### src/rtl/flash_pair_pkg.sv
// Shared command codes and state encodings for the paired-byte flash writer.
package flash_pair_pkg;

    localparam int ADDR_W  = 24;
    localparam int FRAME_W = 8 + ADDR_W + 16;

    localparam logic [7:0] CMD_WR_ON   = 8'h06;
    localparam logic [7:0] CMD_WR_OFF  = 8'h04;
    localparam logic [7:0] CMD_PAIR    = 8'hAD;
    localparam logic [7:0] CMD_RB_LINE = 8'h70;

    typedef enum logic [2:0] {
        S_IDLE, S_SETUP, S_SHIFT, S_END, S_FETCH, S_POLL, S_DONE
    } wr_state_t;

    typedef enum logic [1:0] {
        STEP_RB, STEP_WREN, STEP_PROG, STEP_WRDI
    } wr_step_t;

endpackage

### src/rtl/spi_byte_tx.sv
// Transmit-only SPI mode 0 byte shifter.
// Assumes: go is only pulsed while idle or in the cycle done is high.
// The clock rests low, each phase lasts CLK_DIV system clocks, data moves on falling edges.
module spi_byte_tx #(
    parameter int CLK_DIV = 4
) (
    input  logic       clk,
    input  logic       rst_n,
    input  logic       go,
    input  logic [7:0] tx_byte,
    output logic       sck,
    output logic       mosi,
    output logic       done
);
    localparam int DIV_W = (CLK_DIV > 1) ? $clog2(CLK_DIV) : 1;
    localparam logic [DIV_W-1:0] PH_LAST = DIV_W'(CLK_DIV - 1);

    logic             active;
    logic [DIV_W-1:0] ph_cnt;
    logic [2:0]       bit_idx;
    logic [7:0]       sreg;

    // Phase timing, clock toggling and bit shifting for one byte.
    always_ff @(posedge clk) begin
        if (!rst_n) begin
            active  <= 1'b0;
            sck     <= 1'b0;
            ph_cnt  <= '0;
            bit_idx <= '0;
            sreg    <= '0;
            done    <= 1'b0;
        end else begin
            done <= 1'b0;
            if (go) begin
                active  <= 1'b1;
                sreg    <= tx_byte;
                sck     <= 1'b0;
                ph_cnt  <= '0;
                bit_idx <= '0;
            end else if (active) begin
                if (ph_cnt == PH_LAST) begin
                    ph_cnt <= '0;
                    sck    <= ~sck;
                    if (sck) begin
                        if (bit_idx == 3'd7) begin
                            active <= 1'b0;
                            done   <= 1'b1;
                        end else begin
                            bit_idx <= bit_idx + 3'd1;
                            sreg    <= {sreg[6:0], 1'b0};
                        end
                    end
                end else begin
                    ph_cnt <= ph_cnt + DIV_W'(1);
                end
            end
        end
    end

    assign mosi = sreg[7];

endmodule

### src/rtl/busy_watch.sv
// Counts system clocks during a busy wait and flags when the limit is reached.
// Assumes: limit is steady for the length of one wait.
module busy_watch #(
    parameter int TO_W = 20
) (
    input  logic            clk,
    input  logic            rst_n,
    input  logic            run,
    input  logic [TO_W-1:0] limit,
    output logic            expired
);
    logic [TO_W-1:0] wait_cnt;

    // Count up while a wait is running, clear between waits.
    always_ff @(posedge clk) begin
        if (!rst_n || !run) begin
            wait_cnt <= '0;
        end else if (wait_cnt != limit) begin
            wait_cnt <= wait_cnt + TO_W'(1);
        end
    end

    assign expired = run && (wait_cnt == limit);

endmodule

### src/rtl/flash_pair_writer.sv
// Host-side sequencer that programs consecutive byte pairs into a serial flash
// using the auto-incrementing word-program mode, with ready/busy read on spi_miso.
// Assumes: the target range is erased and unprotected; spi_miso reads 1 when ready
// while chip select is low once ready reporting has been switched on.
module flash_pair_writer
    import flash_pair_pkg::*;
#(
    parameter int CLK_DIV = 4,
    parameter int CNT_W   = 16,
    parameter int TO_W    = 20
) (
    input  logic              clk,
    input  logic              rst_n,
    input  logic              start,
    input  logic [23:0]       start_addr,
    input  logic [CNT_W-1:0]  word_count,
    input  logic [TO_W-1:0]   busy_limit,
    input  logic [15:0]       wdata,
    input  logic              wdata_valid,
    output logic              wdata_ready,
    output logic              done,
    output logic              error,
    output logic              spi_cs_n,
    output logic              spi_sck,
    output logic              spi_mosi,
    input  logic              spi_miso
);
    localparam int SUM_W = ((ADDR_W > CNT_W) ? ADDR_W : CNT_W) + 2;
    localparam logic [SUM_W-1:0] SPACE_END = SUM_W'(1) << ADDR_W;

    wr_state_t            state;
    wr_step_t             step;
    logic [FRAME_W-1:0]   frame_buf;
    logic [2:0]           bytes_left;
    logic [CNT_W-1:0]     words_left;
    logic [ADDR_W-1:0]    addr_q;
    logic                 first_word;
    logic                 err_q;
    logic                 poll_arm;

    logic                 eng_go;
    logic                 eng_done;
    logic                 wait_over;
    logic                 poll_ready;
    logic [SUM_W-1:0]     run_end;
    logic                 range_bad;

    // Request check: even start, non-zero count, run inside the address space.
    always_comb begin
        run_end   = SUM_W'(start_addr) + (SUM_W'(word_count) << 1);
        range_bad = start_addr[0] || (word_count == '0) || (run_end > SPACE_END);
    end

    assign eng_go     = (state == S_SETUP) ||
                        (state == S_SHIFT && eng_done && bytes_left != 3'd0);
    assign poll_ready = (state == S_POLL) && poll_arm && spi_miso;

    assign spi_cs_n    = !(state == S_SHIFT || state == S_POLL);
    assign wdata_ready = (state == S_FETCH);
    assign done        = (state == S_DONE);
    assign error       = (state == S_DONE) && err_q;

    spi_byte_tx #(.CLK_DIV(CLK_DIV)) u_tx (
        .clk     (clk),
        .rst_n   (rst_n),
        .go      (eng_go),
        .tx_byte (frame_buf[FRAME_W-1 -: 8]),
        .sck     (spi_sck),
        .mosi    (spi_mosi),
        .done    (eng_done)
    );

    busy_watch #(.TO_W(TO_W)) u_watch (
        .clk     (clk),
        .rst_n   (rst_n),
        .run     (state == S_POLL),
        .limit   (busy_limit),
        .expired (wait_over)
    );

    // Main sequence: command frames, word frames, busy waits and completion.
    always_ff @(posedge clk) begin
        if (!rst_n) begin
            state      <= S_IDLE;
            step       <= STEP_RB;
            frame_buf  <= '0;
            bytes_left <= '0;
            words_left <= '0;
            addr_q     <= '0;
            first_word <= 1'b0;
            err_q      <= 1'b0;
            poll_arm   <= 1'b0;
        end else begin
            poll_arm <= (state == S_POLL);
            if (eng_go) begin
                frame_buf  <= frame_buf << 8;
                bytes_left <= bytes_left - 3'd1;
            end
            case (state)
                S_IDLE: begin
                    if (start) begin
                        err_q      <= 1'b0;
                        addr_q     <= start_addr;
                        words_left <= word_count;
                        first_word <= 1'b1;
                        if (range_bad) begin
                            err_q <= 1'b1;
                            state <= S_DONE;
                        end else begin
                            step       <= STEP_RB;
                            frame_buf  <= {CMD_RB_LINE, (FRAME_W-8)'(0)};
                            bytes_left <= 3'd1;
                            state      <= S_SETUP;
                        end
                    end
                end
                S_SETUP: state <= S_SHIFT;
                S_SHIFT: begin
                    if (eng_done && bytes_left == 3'd0) state <= S_END;
                end
                S_END: begin
                    case (step)
                        STEP_RB: begin
                            step       <= STEP_WREN;
                            frame_buf  <= {CMD_WR_ON, (FRAME_W-8)'(0)};
                            bytes_left <= 3'd1;
                            state      <= S_SETUP;
                        end
                        STEP_WREN: begin
                            step  <= STEP_PROG;
                            state <= S_FETCH;
                        end
                        STEP_PROG: state <= S_POLL;
                        default:   state <= err_q ? S_DONE : S_POLL;
                    endcase
                end
                S_FETCH: begin
                    if (wdata_valid) begin
                        words_left <= words_left - CNT_W'(1);
                        first_word <= 1'b0;
                        if (first_word) begin
                            frame_buf  <= {CMD_PAIR, addr_q, wdata};
                            bytes_left <= 3'd6;
                        end else begin
                            frame_buf  <= {CMD_PAIR, wdata, (FRAME_W-24)'(0)};
                            bytes_left <= 3'd3;
                        end
                        state <= S_SETUP;
                    end
                end
                S_POLL: begin
                    if (poll_ready || wait_over) begin
                        if (!poll_ready) err_q <= 1'b1;
                        if (step == STEP_PROG && poll_ready && words_left != '0) begin
                            state <= S_FETCH;
                        end else if (step == STEP_PROG) begin
                            step       <= STEP_WRDI;
                            frame_buf  <= {CMD_WR_OFF, (FRAME_W-8)'(0)};
                            bytes_left <= 3'd1;
                            state      <= S_SETUP;
                        end else begin
                            state <= S_DONE;
                        end
                    end
                end
                S_DONE:  state <= S_IDLE;
                default: state <= S_IDLE;
            endcase
        end
    end

endmodule

### config.mk
export PLATFORM = sky130hd
export DESIGN_NAME = flash_pair_writer
export DESIGN_NICKNAME = d
export VERILOG_FILES = /design/src/rtl/flash_pair_pkg.sv /design/src/rtl/spi_byte_tx.sv /design/src/rtl/busy_watch.sv /design/src/rtl/flash_pair_writer.sv
export SDC_FILE = /design/constraint.sdc
export NUM_CORES = 1
export LEC_CHECK = 0
export BUFFER_PORTS_ARGS = -buffer_cell sky130_fd_sc_hd__buf_2
export CAP_MARGIN = 20
export CORE_MARGIN = 2
export CORE_UTILIZATION = 40
export CTS_CLUSTER_SIZE = 25
export DETAILED_ROUTE_END_ITERATION = 16
export SLEW_MARGIN = 10
export SYNTH_ARGS = -nofsm -noshare
export SYNTH_HDL_FRONTEND = slang
export SYNTH_SLANG_ARGS = --single-unit
### constraint.sdc
create_clock -name clk -period 3.48 [get_ports clk]
set_clock_uncertainty 0.1 [all_clocks]
set_input_delay 0 -clock clk [delete_from_list [all_inputs] [get_ports clk]]
set_output_delay 0 -clock clk [all_outputs]
set_load 0.01 [all_outputs]
======== After elaboration in Yosys (flattened, before gate mapping) ========
Index checks and enable logic that the tools add are counted.
Widths: inputs -> output; s select.
operators by class
  equal/unequal tests ..................... 22
  $add $sub $neg .......................... 6
  mux-type cells .......................... 60
  magnitude comparators ................... 1
  reduce and logical (&&, ||, !) cells .... 40
  bitwise gates (word level) .............. 5
operators by type and width
  kind                   number
  $mux 48                8
  $pmux 48 s4            1
  $mux 3                 16
  $mux 40                1
  $mux 8                 5
  $mux 16                2
  $pmux 16 s2            1
  $add 24x17->25         1
  $gt 25x25->1 const B   1
  $add 20x1->20 const B  1
  $eq 20x20->1           1
  $ne 20x20->1           1
  $pmux 3 s6             1
  $logic_not 16->1       1
  $ne 2x2->1 const B     8
  $reduce_and 4->1       4
  $reduce_bool 16->1     1
  $sub 16x1->16 const B  1
  $mux 2                 7
  $eq 3x3->1 const B     4
  $mux 1                 12
  $pmux 3 s4             1
  $reduce_bool 2->1      5
  $logic_and 1x1->1      9
  other kinds (24)       41
word-level totals
  logic and storage cells ................. 150
  register bits after elaboration ......... 135
  input bits .............................. 81
  output and inout port bits .............. 6

======== Depth between registers and ports, before layout ========
  word-level depth ........................ 9
  depth in mapped cells ................... 14
  mapped depth without buffers ............ 13

======== By module ========
Synthesis repeated with hierarchy kept, for this count alone.
second synthesis, totals
  cells, all modules ...................... 1022
  area, all modules ....................... 7896.3 µm²
by module, submodules not included
  module             seq. area each (µm²)  area each (µm²)  cells each  instances
  flash_pair_writer  1981.9                5978.2           811         1
  busy_watch         400.4                 1253.7           144         1
  spi_byte_tx        320.3                 664.4            67          1

======== Least setup slack after synthesis ========
No wires, ideal clock.
  path type ............................... reg-to-reg
  start ................................... register words_left[4]
  end ..................................... register frame_buf[31]
  data arrival time ....................... 2909 ps
  path buffers ............................ 1
  slack ................................... 341 ps
  stages on the path, launching flop included .. 12
  required time ........................... 3250 ps
  period minus slack after synthesis ...... 3139 ps
  library setup time ...................... 130 ps
  cell sequence ........................... dfxtp_1 or3_4 or4_4 or3_1 or3_4 a211oi_4 a31o_1 a21oi_1 o21ai_2 a41o_4 buf_4 o22ai_1
between the ends
  cells in the longest elaborated chain, start to end .. 5
ends and longest elaborated chain
  element                 RTL line                  source
  start, declared         flash_pair_writer.sv:35   logic [CNT_W-1:0] words_left;
  start signal, assigned  flash_pair_writer.sv:104  words_left <= word_count;
  start signal, assigned  flash_pair_writer.sv:139  words_left <= words_left - CNT_W'(1);
  $reduce_bool 16->1      flash_pair_writer.sv:154  if (step == STEP_PROG && poll_ready && words_left != '0) begin
  $logic_and 1x1->1       flash_pair_writer.sv:154
  $mux 48                 flash_pair_writer.sv:154
  $mux 48                 flash_pair_writer.sv:152  if (poll_ready || wait_over) begin
  $pmux 48 s4             flash_pair_writer.sv:99   case (state)
  end signal, assigned    flash_pair_writer.sv:96   frame_buf <= frame_buf << 8;
  end signal, assigned    flash_pair_writer.sv:111  frame_buf <= {CMD_RB_LINE, (FRAME_W-8)'(0)};
  end signal, assigned    flash_pair_writer.sv:158  frame_buf <= {CMD_WR_OFF, (FRAME_W-8)'(0)};
  end, declared           flash_pair_writer.sv:33   logic [FRAME_W-1:0] frame_buf;
Every way passes these cells.
A chain may end at the register's enable or synchronous reset.

======== Final worst setup path ========
  start ................................... register words_left[5]
  end ..................................... register frame_buf[38]
The elaborated chain is that of the path after synthesis.

==> flow_summary.yaml <==
global_route:
  grt_overflow: 0
  grt_usage_pct: 22.42
  grt_max_degree: 40
  antenna_found_initial: 0
  grt_pass1_wl_um: 36340
  first_global_vias: 7068
timing:
  finalSetupTns_ns: 0
  period_needed_ns: 3.392
  rsz0062_at_grt: "false"
  slew_viol_final: 0
  timing.hold.ws_ns: 0.02253
  fmax_mhz: 294.9
  setup_violations: 0
  relSlewSlack_pct: 51.55
  hold_viol_final: 0
  fin_crit_sh_pct: 97.46
  worst_slew_pin_slew_ns: 0.7250
status:
  status: "finished, final reports clean"
logic_synthesis:
  synthDistinctLibCells: 67
  synthFlopType: "dfxtp_1"
  syn_area_per_cell_um2: 7.926
  yosysTopAreaCell: "dfxtp_1"
  yosys_warnings: 0
  synth-seq-cells: 135
  synthCells: 974
  netlist.area_leader.share_pct: 35.01
  syn_nets: 1079
  synth.cell_area_mm2: 0.007720
  synth_area_leaders: "dfxtp_1 (35%), mux2i_1 (8.3%), nand2_1 (7.8%)"
  synth-seq-area-share_pct: 35.01
  synth-edff-count: 0
  async_reset_ff_share_pct: 0
power:
  p_per_area_mw_per_mm2: 578.4
  vdd_drop_max_mv: 0.4073
  p_leak_nw: 3.936
  power_mw: 5.777
route:
  via_per_inst: 5.347
  ant_nets: 0
  vias: 7518
  wl_um: 22940
  drcViolationCount: 0
  drt_iter0_drc: 452
  wl_per_cell_um: 16.32
  first_pass_iters: 5
critical_path:
  worstPathRequired_ns: 3.68
  path_max_fanout: 8
  rr_endpoint: "frame_buf[38]$_SDFF_PN0_"
  critPathTopFamily: "simple AND/OR/NAND/NOR gates"
  crit_path_start: "words_left[5]$_SDFFE_PN0P_"
  crit_type: "reg2reg"
  regToRegSetupSlack_ns: 0.09
  endpoint_kind: "flop"
  r2r_start: "words_left[5]$_SDFFE_PN0P_"
  arrival_ns: 3.59
  cp_slowest_cell: "or4_4"
  crit_top_cell: "or3_4"
  reg2reg_depth: 11
  crit_chain: "or3_4, or4_4, or3_1, or3_4, a211oi_4, a31o_1, a21oi_1, o21ai_2, a41o_4, buf_6, o22ai_1"
  path_buf_inv: 1
  setup.worst_path.start_class: "flop"
  cpPeakStageDelay_ns: 0.44
clock_tree:
  clockBufferDepth: 2
  clk_pin_slew_worst_paths_ns: 0.06
  cts.root.buffer_cell: "clkbuf_16"
  worstSkewPairLatency_ns: 0.42
  tritoncts: "built"
  cts_sinks: 135
  ctsHtreeMaxLevel: 4
  cts_buffers: 17
placement:
  numPortBuffers: 86
  globalplace.congestion: 0.9568
  post-dp-hpwl_um: 16240
cells_and_area:
  n_fill_cell: 1824
  utilization_pct: 53.04
  drive_gt1_share_pct: 19.02
  final_nets: 1239
  antenna_cells: 0
  area_growth_pct: 29.37
floorplan:
  die_h_um: 142.9
  dieWidth_um: 142.9
  start_util_pct: 41.00
  io_pins: 87
  die_area_mm2: 0.02043
  placementRows: 50
  core_mm2: 0.01883
hold_path:
  hold_depth: 3
  min_from: "start_addr[3]"
  worstHoldEndpoint: "addr_q[3]$_SDFFE_PN0P_"
  holdCritPathClass: "in2reg"
job:
  cap_violations: 0
==> cell usage after synthesis (4+ instances only) <==
library cell	instances
clkbuf_1	49
xor2_1	27
o31a_1	4
and3_1	11
inv_1	20
a21o_1	7
o22ai_1	18
or4_1	4
o21ai_1	4
nor4_1	14
ha_1	23
nand3_1	19
mux2i_1	64
o21a_1	5
nand4_1	12
or3_1	10
a21oi_1	84
nand2b_1	7
nor3_1	22
nor2_1	84
o32ai_1	8
o21ai_0	50
o21ai_2	21
a211oi_1	18
nor2b_1	6
nand2_1	161
xnor2_1	18
o211ai_1	7
and2_1	5
dfxtp_1	135
==> power by group <==
part / switching, mW / internal, mW
logic: 1.19 / 0.848
clock network: 0.706 / 1.08
registers: 0.191 / 1.77
total: 2.08 / 3.69
==> worst min-delay path, stage by stage <==
cell,delay [ns]
dlymetal6s4s_1,0.33
nand2_1,0.09
a21oi_1,0.06
==> kinds of logic (layout without fill, tap and decap cells) <==
kind of cell,count (synthesis),after routing,synth area share [%]
DFF,135,135,35.01
xor gates and xnor gates,45,45,5.105
buffers and inverters,76,248,4.036
and+or+nand+nor,372,372,22.03
muxes,64,64,8.298
AOI/OAI and AO/OA,258,258,21.54
adders and majority gates,24,24,3.987
==> state kept, by name, indices dropped and copies added, names as in the netlist <==
register	flops
u_tx.sck	1
words_left	16
err_q	1
first_word	1
u_tx.sreg	8
state	3
u_tx.ph_cnt	2
u_tx.active	1
addr_q	24
poll_arm	1
u_tx.bit_idx	3
u_watch.wait_cnt	20
u_tx.done	1
step	2
bytes_left	3
frame_buf	48
==> area by class of cell <==
type	count	area [um^2]	share of cell area (%)
multi-input cells	763	4816	48.22
inverters	21	78.83	0.7893
well taps	260	325.3	3.257
clock buffers	18	439.2	4.397
flip-flops and latches	135	2703	27.06
clock inverters	13	143.9	1.441
repair buffers	196	1481	14.83
==> cells in the final DEF, fill, tap and decap left out, types with 19 or more instances in the layout <==
cell type and count:
a21oi_1 83, o21ai_0 46, xor2_1 27, ha_1 21, nor2_1 84, clkbuf_16 19
dlygate4sd3_1 57, buf_4 47, nand2_1 160, mux2i_1 64, buf_2 84, dfxtp_1 135
nor3_1 22, o21ai_2 22
==> through the flow <==
step / instance area (um^2) / std cells / setup WS (ns)
2_1_floorplan: 7720 / 974 / 0.3408
3_3_place_gp: 8641 / 1314 / 0.03002
3_5_place_dp: 8641 / 1314 / -0.04785
4_1_cts: 9814 / 1404 / 0.01522
5_1_grt: 9987 / 1406 / 0.006086
6_report: 9987 / 1406 / 0.08846
==> per-layer routing <==
layer  up-vias  GRT usage (%)  wire (um)
met5         -              0          0
met4         0          7.452        428
met3        25          4.058       1093
met2       197          37.02      10900
met1      3497          29.54      10510
li1       3799              -          -
==> worst max path at each step <==
stage | to | cells past startpoint
after floorplan | frame_buf[31]$_SDFF_PN0_ | 11
after global placement | frame_buf[27]$_SDFF_PN0_ | 17
after detailed placement | frame_buf[27]$_SDFF_PN0_ | 17
after CTS | frame_buf[36]$_SDFF_PN0_ | 17
after global routing | frame_buf[21]$_SDFF_PN0_ | 16
final | frame_buf[38]$_SDFF_PN0_ | 11
==> what timing repair did <==
action	CTS	global route
endpoints found under the setup margin	0	57
hold endpoints to repair	82	0
resized for setup	0	27
setup buffers	0	1
hold buffers	59	0
Power figures use the tool's default switching activity.
